$ cat src/rtl/cbs_pkg.sv
package cbs_pkg;
  localparam int WORD_BYTES = 4;

  typedef enum logic [2:0] {
    ST_IDLE,
    ST_GATE,
    ST_XFER,
    ST_BCHK,
    ST_FIN
  } cbs_state_e;

  typedef enum logic [1:0] {
    EC_NONE    = 2'd0,
    EC_TIMEOUT = 2'd1,
    EC_CFGERR  = 2'd2
  } cbs_ecode_e;
endpackage

$ cat src/rtl/cbs_credit_gate.sv
module cbs_credit_gate #(
  parameter int POLL_CYCLES = 1000,
  parameter int MAX_POLLS   = 2000
) (
  input  logic       clk,
  input  logic       rst_n,
  input  logic       active,
  input  logic [7:0] credit_val,
  input  logic [7:0] sent_lo,
  input  logic       cfg_err,
  output logic       grant,
  output logic       cfg_fail,
  output logic       timeout
);
  localparam int TW = $clog2(POLL_CYCLES + 1);
  localparam int PW = $clog2(MAX_POLLS + 1);
  localparam logic [TW-1:0] TMR_RELOAD = TW'(POLL_CYCLES - 1);
  localparam logic [PW-1:0] LAST_POLL  = PW'(MAX_POLLS - 1);

  logic [TW-1:0] tmr_q, tmr_d;
  logic [PW-1:0] polls_q, polls_d;
  logic          rd, starved, tick_en;

  // A read happens whenever the interval timer has run out.
  assign rd       = active && (tmr_q == '0);
  assign starved  = rd && (credit_val == sent_lo);
  assign grant    = rd && (credit_val != sent_lo);
  assign cfg_fail = starved && cfg_err;
  assign timeout  = starved && !cfg_err && (polls_q == LAST_POLL);

  assign tick_en  = active || (tmr_q != '0) || (polls_q != '0);

  always_comb begin
    tmr_d   = tmr_q;
    polls_d = polls_q;
    if (!active) begin
      tmr_d   = '0;
      polls_d = '0;
    end else if (rd) begin
      tmr_d   = TMR_RELOAD;
      polls_d = polls_q + 1'b1;
    end else begin
      tmr_d   = tmr_q - 1'b1;
    end
  end

  always_ff @(posedge clk or negedge rst_n) begin
    if (!rst_n) begin
      tmr_q   <= '0;
      polls_q <= '0;
    end else if (tick_en) begin
      tmr_q   <= tmr_d;
      polls_q <= polls_d;
    end
  end
endmodule

$ cat src/rtl/cbs_packer.sv
module cbs_packer #(
  parameter int WORD_BYTES = 4
) (
  input  logic                    clk,
  input  logic                    rst_n,
  input  logic                    clear,
  input  logic                    accept,
  input  logic                    flush,
  input  logic [7:0]              byte_in,
  output logic                    lane_last,
  output logic                    wr_valid,
  output logic [WORD_BYTES*8-1:0] wr_data
);
  localparam int LW = $clog2(WORD_BYTES);
  localparam int DW = WORD_BYTES * 8;

  logic [LW-1:0] lane_q, lane_d;
  logic [DW-1:0] acc_q, acc_d, merged, masked;
  logic          wv_d, load_word, acc_en;

  assign lane_last = (lane_q == LW'(WORD_BYTES - 1));

  // Drop the incoming byte into its lane; lanes past it are forced to zero.
  for (genvar k = 0; k < WORD_BYTES; k++) begin : g_lane
    assign merged[8*k +: 8] = (accept && (lane_q == LW'(k))) ? byte_in : acc_q[8*k +: 8];
    assign masked[8*k +: 8] = (LW'(k) <= lane_q) ? merged[8*k +: 8] : 8'h00;
  end

  assign load_word = accept && flush;
  assign acc_en    = clear || accept;

  always_comb begin
    lane_d = lane_q;
    acc_d  = acc_q;
    wv_d   = 1'b0;
    if (clear) begin
      lane_d = '0;
      acc_d  = '0;
    end else if (load_word) begin
      lane_d = '0;
      acc_d  = '0;
      wv_d   = 1'b1;
    end else if (accept) begin
      lane_d = lane_q + 1'b1;
      acc_d  = merged;
    end
  end

  always_ff @(posedge clk or negedge rst_n) begin
    if (!rst_n) begin
      lane_q   <= '0;
      acc_q    <= '0;
      wr_valid <= 1'b0;
      wr_data  <= '0;
    end else begin
      wr_valid <= wv_d;
      if (acc_en) begin
        lane_q <= lane_d;
        acc_q  <= acc_d;
      end
      if (load_word && !clear) begin
        wr_data <= masked;
      end
    end
  end
endmodule

$ cat src/rtl/cbs_blk_track.sv
module cbs_blk_track #(
  parameter int BLK_BYTES  = 4096,
  parameter int CHK_BYTES  = 4096,
  parameter int WORD_BYTES = 4,
  parameter int CNT_W      = 32
) (
  input  logic             clk,
  input  logic             rst_n,
  input  logic             clear,
  input  logic             accept,
  input  logic             last,
  input  logic             legacy,
  output logic             blk_end,
  output logic             chk_hit,
  output logic [CNT_W-1:0] sent_cnt,
  output logic [CNT_W-1:0] total
);
  localparam int BW = $clog2(BLK_BYTES);
  localparam int CW = $clog2(CHK_BYTES);

  logic [BW-1:0]    blk_q, blk_d, limit;
  logic [CNT_W-1:0] sent_d, total_d, total_inc;
  logic             upd_en;

  assign limit     = legacy ? BW'(WORD_BYTES - 1) : BW'(BLK_BYTES - 1);
  assign total_inc = total + 1'b1;
  assign blk_end   = accept && (last || (blk_q == limit));
  assign chk_hit   = blk_end && (total_inc[CW-1:0] == '0);
  assign upd_en    = clear || accept;

  always_comb begin
    blk_d   = blk_q;
    sent_d  = sent_cnt;
    total_d = total;
    if (clear) begin
      blk_d   = '0;
      sent_d  = '0;
      total_d = '0;
    end else if (accept) begin
      total_d = total_inc;
      blk_d   = blk_end ? '0 : blk_q + 1'b1;
      sent_d  = blk_end ? sent_cnt + 1'b1 : sent_cnt;
    end
  end

  always_ff @(posedge clk or negedge rst_n) begin
    if (!rst_n) begin
      blk_q    <= '0;
      sent_cnt <= '0;
      total    <= '0;
    end else if (upd_en) begin
      blk_q    <= blk_d;
      sent_cnt <= sent_d;
      total    <= total_d;
    end
  end
endmodule

$ cat src/rtl/cfg_block_streamer.sv
module cfg_block_streamer
  import cbs_pkg::*;
#(
  parameter int BLK_BYTES   = 4096,
  parameter int POLL_CYCLES = 1000,
  parameter int MAX_POLLS   = 2000,
  parameter int CHK_BYTES   = 4096,
  parameter int CNT_W       = 32
) (
  input  logic             clk,
  input  logic             rst_n,
  input  logic             start,
  input  logic             credit_mode,
  input  logic             chk_en,
  input  logic             in_valid,
  input  logic [7:0]       in_data,
  input  logic             in_last,
  output logic             in_ready,
  input  logic [7:0]       credit_val,
  input  logic             cfg_err,
  output logic             wr_valid,
  output logic [31:0]      wr_data,
  output logic             done,
  output logic [CNT_W-1:0] done_bytes,
  output logic             err_valid,
  output logic [1:0]       err_code
);
  cbs_state_e       st_q, st_d, next_blk;
  cbs_ecode_e       ec_q, ec_d;
  logic             mode_q, chk_q, last_q;
  logic             done_d, err_d, launch, accept, flush;
  logic             grant, cfg_fail, tmo, blk_end, chk_hit, lane_last;
  logic [CNT_W-1:0] sent_cnt, total;

  assign launch   = (st_q == ST_IDLE) && start;
  assign in_ready = (st_q == ST_XFER);
  assign accept   = in_valid && in_ready;
  assign flush    = accept && (lane_last || in_last);
  assign next_blk = mode_q ? ST_GATE : ST_XFER;

  cbs_credit_gate #(.POLL_CYCLES(POLL_CYCLES), .MAX_POLLS(MAX_POLLS)) u_gate (
    .clk(clk), .rst_n(rst_n), .active(st_q == ST_GATE),
    .credit_val(credit_val), .sent_lo(sent_cnt[7:0]), .cfg_err(cfg_err),
    .grant(grant), .cfg_fail(cfg_fail), .timeout(tmo)
  );

  cbs_packer #(.WORD_BYTES(WORD_BYTES)) u_pack (
    .clk(clk), .rst_n(rst_n), .clear(launch), .accept(accept), .flush(flush),
    .byte_in(in_data), .lane_last(lane_last), .wr_valid(wr_valid), .wr_data(wr_data)
  );

  cbs_blk_track #(
    .BLK_BYTES(BLK_BYTES), .CHK_BYTES(CHK_BYTES), .WORD_BYTES(WORD_BYTES), .CNT_W(CNT_W)
  ) u_trk (
    .clk(clk), .rst_n(rst_n), .clear(launch), .accept(accept), .last(in_last),
    .legacy(!mode_q), .blk_end(blk_end), .chk_hit(chk_hit),
    .sent_cnt(sent_cnt), .total(total)
  );

  always_comb begin
    st_d   = st_q;
    ec_d   = ec_q;
    done_d = 1'b0;
    err_d  = 1'b0;
    unique case (st_q)
      ST_IDLE: if (start) begin
        st_d = credit_mode ? ST_GATE : ST_XFER;
        ec_d = EC_NONE;
      end
      ST_GATE: begin
        if (grant) begin
          st_d = ST_XFER;
        end else if (cfg_fail) begin
          st_d = ST_IDLE; err_d = 1'b1; ec_d = EC_CFGERR;
        end else if (tmo) begin
          st_d = ST_IDLE; err_d = 1'b1; ec_d = EC_TIMEOUT;
        end
      end
      ST_XFER: if (blk_end) begin
        if (chk_q && chk_hit) begin
          st_d = ST_BCHK;
        end else if (in_last) begin
          if (chk_q) begin
            st_d = ST_FIN;
          end else begin
            st_d = ST_IDLE; done_d = 1'b1;
          end
        end else begin
          st_d = next_blk;
        end
      end
      ST_BCHK: begin
        if (cfg_err) begin
          st_d = ST_IDLE; err_d = 1'b1; ec_d = EC_CFGERR;
        end else begin
          st_d = last_q ? ST_FIN : next_blk;
        end
      end
      ST_FIN: begin
        st_d = ST_IDLE;
        if (cfg_err) begin
          err_d = 1'b1; ec_d = EC_CFGERR;
        end else begin
          done_d = 1'b1;
        end
      end
      default: st_d = ST_IDLE;
    endcase
  end

  always_ff @(posedge clk or negedge rst_n) begin
    if (!rst_n) begin
      st_q      <= ST_IDLE;
      ec_q      <= EC_NONE;
      mode_q    <= 1'b0;
      chk_q     <= 1'b0;
      last_q    <= 1'b0;
      done      <= 1'b0;
      err_valid <= 1'b0;
    end else begin
      st_q      <= st_d;
      ec_q      <= ec_d;
      done      <= done_d;
      err_valid <= err_d;
      if (launch) begin
        mode_q <= credit_mode;
        chk_q  <= chk_en;
        last_q <= 1'b0;
      end else if (accept && in_last) begin
        last_q <= 1'b1;
      end
    end
  end

  assign done_bytes = total;
  assign err_code   = ec_q;
endmodule

$ cat config.mk
export PLATFORM = sky130hd
export DESIGN_NAME = cfg_block_streamer
export DESIGN_NICKNAME = d
export VERILOG_FILES = /design/src/rtl/cbs_pkg.sv /design/src/rtl/cbs_credit_gate.sv /design/src/rtl/cbs_packer.sv /design/src/rtl/cbs_blk_track.sv /design/src/rtl/cfg_block_streamer.sv
export SDC_FILE = /design/constraint.sdc
export NUM_CORES = 1
export LEC_CHECK = 0
export BUFFER_PORTS_ARGS = -buffer_cell sky130_fd_sc_hd__buf_2
export CORE_MARGIN = 2
export CORE_UTILIZATION = 50
export DETAILED_ROUTE_END_ITERATION = 8
export HOLD_SLACK_MARGIN = 0.02
export PLACE_DENSITY_LB_ADDON = 0.25
export SYNTH_ARGS = -nofsm -noshare
export SYNTH_HDL_FRONTEND = slang
export SYNTH_SLANG_ARGS = --single-unit
$ cat constraint.sdc
create_clock -name clk -period 4.6 [get_ports clk]
set_input_delay 0 -clock clk [delete_from_list [all_inputs] [get_ports clk]]
set_output_delay 0 -clock clk [all_outputs]
set_load 0.03 [all_outputs]
=== After elaboration in Yosys (flattened, before gate mapping) ===
Index checks and enable logic that the tools add are counted.

* Flip-flop bits (word level): 174
* Input bits: 24
* Logic and storage cells: 149

* Add/sub/neg operators: 6
* Magnitude comparators: 4
* Equal/unequal tests: 18
* Muxes and demuxes: 61
* Reductions and logical operators: 44

{| class="wikitable"
|+ Operator list
! kind !! count
|-
| $mux W32 || 8
|-
| $add A32 B1 Y32 const B || 2
|-
| $mux W8 || 8
|-
| $mux W12 || 4
|-
| $mux W3 || 10
|-
| $mux W11 || 2
|-
| $mux W10 || 2
|-
| $mux W2 || 10
|-
| $logic_and A1 B1 Y1 || 19
|-
| $mux W1 || 13
|-
| $add A12 B1 Y12 const B || 1
|-
| $eq A12 B12 Y1 || 1
|-
| $logic_not A12 Y1 || 1
|-
| $pmux W3 S4 || 1
|-
| $add A11 B1 Y11 const B || 1
|-
| $eq A11 B11 Y1 const B || 1
|-
| $reduce_bool A11 Y1 || 1
|-
| $logic_not A10 Y1 || 1
|-
| $reduce_bool A10 Y1 || 1
|-
| $sub A10 B1 Y10 const B || 1
|-
| $eq A8 B8 Y1 || 1
|-
| $ne A8 B8 Y1 || 1
|-
| $eq A3 B2 Y1 const B || 2
|-
| $ne A2 B2 Y1 const B || 3
|-
| 22 further kinds || 38
|}

=== Depth between registers and ports, before layout ===
* Word-level depth: 9
* Gate-level depth with buffers: 10
* Mapped depth without buffers: 8

=== Cells and area by module ===
A second synthesis with hierarchy kept.

* Cells, all modules: 936
* Area, all modules: 8658.3 µm²

{| class="wikitable"
|+ By module, submodules not included
! module !! instances !! cells each !! area an instance (µm²)
|-
| cbs_blk_track || 1 || 452 || 4110.2
|-
| cbs_packer || 1 || 282 || 2675.1
|-
| cbs_credit_gate || 1 || 130 || 1216.2
|-
| cfg_block_streamer || 1 || 72 || 656.9
|}

=== Least setup slack after synthesis ===
No wires, ideal clock.

* Path type: register to register
* Start: register u_gate.tmr_q[0]
* End: register st_q[1]
* Setup time: 0.080 ns
* Arrival time: 2.389 ns
* Slack: 2.131 ns
* Stages on the path, launching flop included: 10
* Period minus slack after synthesis: 2.469 ns
* Path through: dfrtp_1 -> inv_1 -> ha_1 -> or4b_1 -> or3_4 -> buf_6 -> a221o_1 -> a221o_1 -> o21bai_1 -> o211ai_2

* Cells in the longest elaborated chain, start to end: 7
* Elaborated cells between the ends (all ways): 12

{| class="wikitable"
|+ RTL lines
! item !! line !! text
|-
| start: declaration || cbs_credit_gate.sv:20 || <nowiki>logic [TW-1:0] tmr_q, tmr_d;</nowiki>
|-
| start signal: assignment || cbs_credit_gate.sv:52 || <nowiki>tmr_q <= tmr_d;</nowiki>
|-
| $logic_not A10 Y1 * || cbs_credit_gate.sv:25 || <nowiki>assign rd = active && (tmr_q == '0);</nowiki>
|-
| $logic_and A1 B1 Y1 * || cbs_credit_gate.sv:25 ||
|-
| $logic_and A1 B1 Y1 || cbs_credit_gate.sv:26 || <nowiki>assign starved = rd && (credit_val == sent_lo);</nowiki>
|-
| $logic_and A1 B1 Y1 (on tied branches) || cbs_credit_gate.sv:28, cbs_credit_gate.sv:29 ||
|-
| $mux W3 / $logic_and A1 B1 Y1 (equally long branches) || cfg_block_streamer.sv:73, cbs_credit_gate.sv:29 ||
|-
| $mux W3 / $ne A4 B4 Y1 (equally long branches) || - ||
|-
| $pmux W3 S4 / $reduce_and A3 Y1 (equally long branches) || - ||
|-
| end signal: assignment || cfg_block_streamer.sv:121 || <nowiki>st_q <= st_d;</nowiki>
|-
| end: declaration || cfg_block_streamer.sv:28 || <nowiki>cbs_state_e st_q, st_d, next_blk;</nowiki>
|}

Every way passes the cells marked *; elsewhere a longest branch is shown, timed or not.
A chain may end at the register's enable or synchronous reset.

=== Worst setup path in the final report ===
* Start: register u_gate.tmr_q[0]
* End: register u_gate.polls_q[3]

* Cells in the longest elaborated chain, start to end: 4
* Elaborated cells between the ends (all ways): 7

{| class="wikitable"
|+ RTL lines
! item !! line !! text
|-
| $logic_not A10 Y1 / $reduce_bool A10 Y1 (equally long branches) || cbs_credit_gate.sv:25, cbs_credit_gate.sv:31 ||
|-
| $logic_and A1 B1 Y1 / $logic_or A1 B1 Y1 (equally long branches) || cbs_credit_gate.sv:25, cbs_credit_gate.sv:31 ||
|-
| $ne A2 B2 Y1 (no line) / $logic_or A1 B1 Y1 (equally long branches) || - ||
|-
| $reduce_and A2 Y1 (no line) * || - ||
|-
| end signal: assignment || cbs_credit_gate.sv:53 || <nowiki>polls_q <= polls_d;</nowiki>
|-
| end: declaration || cbs_credit_gate.sv:21 || <nowiki>logic [PW-1:0] polls_q, polls_d;</nowiki>
|}

Marks and branches as above.

==> results by group <==
Outcome
  • Status: finished, final reports clean

Route
  • Via Count: 5936
  • Met2 WL: around 8000 um
  • Routed length on met3: approximately 870 um
  • DRC errors left: 0
  • Vias per Instance: 5.73
  • Final wirelength: 17100 um
  • Top Layer Used: met4
  • Router iterations before antenna repair: 5
  • Met1 Routed Length: roughly 8000 um
  • Number of DRC markers in iteration 0: 465
  • Final ANT Viol Nets: 0
  • WL per Instance: 16.5 um

Global route
  • Total track usage: 0.231
  • Initial antenna violation count: 0
  • First-pass GRT wire length: between 20000 and 30000 um
  • Number of global-route vias before repair: 5501
  • GRT Residual Overflow: 0
  • Pin count of the biggest net entering global routing: 105

Power
  • VDD IR max: between 0.2 and 0.3 mV
  • Tot Pwr: 4.14 mW
  • PwrDens: 493 mW/mm^2
  • Leak Pwr: 4.14 nW

Worst setup path
  • Crit Path Max Fanout: 12
  • Worst path top cell family by delay: simple AND/OR/NAND/NOR gates
  • Worst path cell trace: inv_1, ha_1, or4b_1, or3_4, nand2b_1, o21ai_0, o21ai_0, o21ai_0
  • CP bufs+invs: 1
  • CP max stage delay: 0.83 ns
  • CP Class: reg2reg
  • Worst path depth: 8
  • Reg2Reg Launch Point: u_gate.tmr_q[0]$_DFFE_PN0P_
  • Required time worst endpoint: 4.93 ns
  • R2R depth: 8
  • WP data arrival: about 3.4 ns
  • Slowest CP cell: o21ai_0
  • RR Endpoint: u_gate.polls_q[3]$_DFFE_PN0P_
  • Setup slack, reg-to-reg: 1.51 ns
  • Startpoint Class: flip-flop
  • Worst path most repeated cell: o21ai_0
  • Crit. End Element: flip-flop

Job
  • MaxCap Viol Count: 0

Floorplan
  • Die X: 123 um
  • Standard-cell rows: 43
  • Starting density of the core: 0.511
  • Core area: 0.0139 sq mm
  • Full die area: approximately 0.015 sq mm
  • Die H: 123 um
  • IO Pins: 94

Hold path
  • Worst min-delay path category: in2reg
  • Hold Path Origin: start
  • Hold path depth: 4
  • Worst Hold Path EP: u_trk.blk_q[1]$_DFFE_PN0P_

Place
  • Dpl cells: 991
  • Hpwl dp: around 12000 um
  • Gpl congestion: 0.894
  • Area post-placement: 0.00769 sq mm
  • PortBufs: 93

Finish
  • Layout area overhead: 18.4%
  • Layout cells sized above 1: 0.160
  • Non-Filler Instances: 1036
  • Final #Nets: 881
  • Fill cells: 1147
  • Number of diodes: 0
  • Post-route cell area: 0.00840 sq mm
  • Final Util: 0.605

Logic synthesis
  • EDFF count, synth: 0
  • Top cell type's share of synthesized area: 0.501
  • Yosys reg bits: 142
  • Yosys top cell by area: dfrtp_1
  • Share of synthesized registers carrying an async set or reset: 1.00
  • Mapped Nets: 785
  • Synth Cell Area: 0.00709 sq mm
  • Ys Warns: 0
  • Post-synthesis sequential area ratio: 0.501
  • Ranking of synthesized cells by area: dfrtp_1 50%, nand2_1 5.7%, o21ai_0 5.6%
  • Post-Syn Area per Cell: 9.48 sq um
  • Top_reg_cell synth: dfrtp_1
  • Synth unique cells: approximately 60
  • Cells after synthesis: 748

Timing
  • Setup violators final: 0
  • Final slew viol count: 0
  • Layout Skew: roughly 0.0075 ns
  • Endpoints failing hold: 0
  • Worst-Margin Slew: around 1.2 ns
  • Tcrit/Tclk final: 0.671
  • Minimum clock period after layout: between 3 and 4 ns
  • Slew HR: 0.215
  • Setup TNS: 0 ns
  • RSZ-0062 raised after global routing: no
  • Peak Freq: 324 MHz

Clock network
  • Worst-path clk slew: approximately 0.060 ns
  • Num CTS Buffers: 17
  • Htree depth: 4
  • Clock Latency Late Sink: 0.41 ns
  • Root Buffer: clkbuf_16
  • CTS Sinks: 142
  • CTS tree: built
  • Maximum clock path buffer count: 2
per-layer routing:
metal / vias to the layer above / track usage
met1: 2884 / 0.321
met2: 166 / 0.369
li1: 2865 / -
met5: - / 0
met3: 21 / 0.0521
met4: 0 / 0.0582
cell type report:
class                           instances  area, sq um  area share
Inverter                               15         56.3     0.00671
Timing Repair Buffer                  112          649      0.0773
Clock inverter                         13          140      0.0167
Tap cell                              180          225      0.0268
Multi-Input combinational cell        556         3340       0.398
Sequential cell                       142         3550       0.423
Clock buffer                           18          429      0.0511
placed cells by master, fill, tap and decap left out, drive strengths merged, types with 2 or more instances in the layout:
| master | n |
|---|---|
| mux2 | 2 |
| dlygate4sd3 | 14 |
| and4 | 5 |
| nor3 | 13 |
| nor2 | 67 |
| a221o | 2 |
| ha | 13 |
| bufinv | 2 |
| nand4 | 19 |
| clkbuf | 18 |
| nand2b | 5 |
| clkinv | 7 |
| a22o | 31 |
| a2111oi | 2 |
| o31ai | 6 |
| dfrtp | 142 |
| inv | 18 |
| nand3 | 31 |
| xor2 | 22 |
| buf | 98 |
| o41ai | 2 |
| xnor2 | 23 |
| mux2i | 25 |
| or3 | 15 |
| and3 | 16 |
| o211ai | 3 |
| nand2 | 108 |
| a21oi | 23 |
| or2 | 2 |
| a31oi | 6 |
| nor4 | 7 |
| and2 | 2 |
| o21ai | 82 |
synth_stat cells (3+ instances only):
library cell  instances
dfrtp_1             142
nand2_1             108
o21ai_0              80
nor2_1               66
a22o_1               31
nand3_1              31
clkbuf_1             29
mux2i_1              25
a21oi_1              23
xnor2_1              23
xor2_1               22
nand4_1              19
and3_1               16
inv_1                15
or3_1                14
ha_1                 13
nor3_1               13
nor4_1                7
a31oi_1               6
o31ai_1               6
and4_1                5
nand2b_1              5
buf_2                 3
through the flow:
| stage | setup slack, ns | hold slack, ns |
|---|---|---|
| global route | 1.19 | 0.0974 |
| floorplan | 2.13 | -0.296 |
| CTS | 1.48 | 0.0320 |
| global placement | 1.64 | 0.163 |
| detailed placement | 1.49 | 0.182 |
| finish | 1.51 | 0.0608 |
cell families after synthesis:
kind of cell,after synthesis,synth area share
AO/OA/AOI/OAI,174,0.156
buffers and inverters,50,0.0282
multiplexers,27,0.0385
flip-flops,142,0.501
adder cells (fa/ha/maj),13,0.0229
XOR/XNOR,45,0.0556
AND/OR/NAND/NOR,297,0.198
power breakdown:
group / internal (mW) / switching, mW / leakage [nW]
sequential: 1.41 / 0.165 / 1.96
clock: 0.797 / 0.525 / 0.281
combinational: 0.426 / 0.819 / 1.90
total: 2.63 / 1.51 / 4.14
repair_timing:
| action | 4_1_cts | 5_1_grt |
|---|---|---|
| setup endpoints to repair | 0 | 0 |
| endpoints found under the hold margin | 158 | 0 |
| setup buffers | 0 | 0 |
| resized for setup | 0 | 0 |
| hold buffers | 14 | 0 |
worst register-to-register path, stage by stage (launching register included):
cell	delay, ns
dfrtp_1	0.42
inv_1	0.10
ha_1	0.14
or4b_1	0.48
or3_4	0.47
nand2b_1	0.25
o21ai_0	0.83
o21ai_0	0.21
o21ai_0	0.12
state kept, by name, summed over array words and instances, names as in the netlist:
name / count
u_pack.wr_valid: 1
last_q: 1
u_pack.wr_data: 32
u_trk.sent_cnt: 8
st_q: 3
chk_q: 1
u_trk.blk_q: 12
err_code: 2
err_valid: 1
u_gate.tmr_q: 10
u_trk.total: 32
mode_q: 1
done: 1
u_gate.polls_q: 11
u_pack.lane_q: 2
u_pack.acc_q: 24
how the worst max path moves through the flow:
stage                                startpoint                            end  slack [ns]
global route        u_gate.tmr_q[0]$_DFFE_PN0P_  u_gate.polls_q[4]$_DFFE_PN0P_        1.19
finish              u_gate.tmr_q[0]$_DFFE_PN0P_  u_gate.polls_q[3]$_DFFE_PN0P_        1.51
floorplan           u_gate.tmr_q[0]$_DFFE_PN0P_            st_q[1]$_DFFE_PN0P_        2.13
detailed placement  u_gate.tmr_q[0]$_DFFE_PN0P_  u_gate.polls_q[3]$_DFFE_PN0P_        1.49
CTS                 u_gate.tmr_q[0]$_DFFE_PN0P_  u_gate.polls_q[3]$_DFFE_PN0P_        1.48
global placement    u_gate.tmr_q[0]$_DFFE_PN0P_  u_gate.polls_q[7]$_DFFE_PN0P_        1.64
No activity file was read; power rests on OpenSTA's default activity.
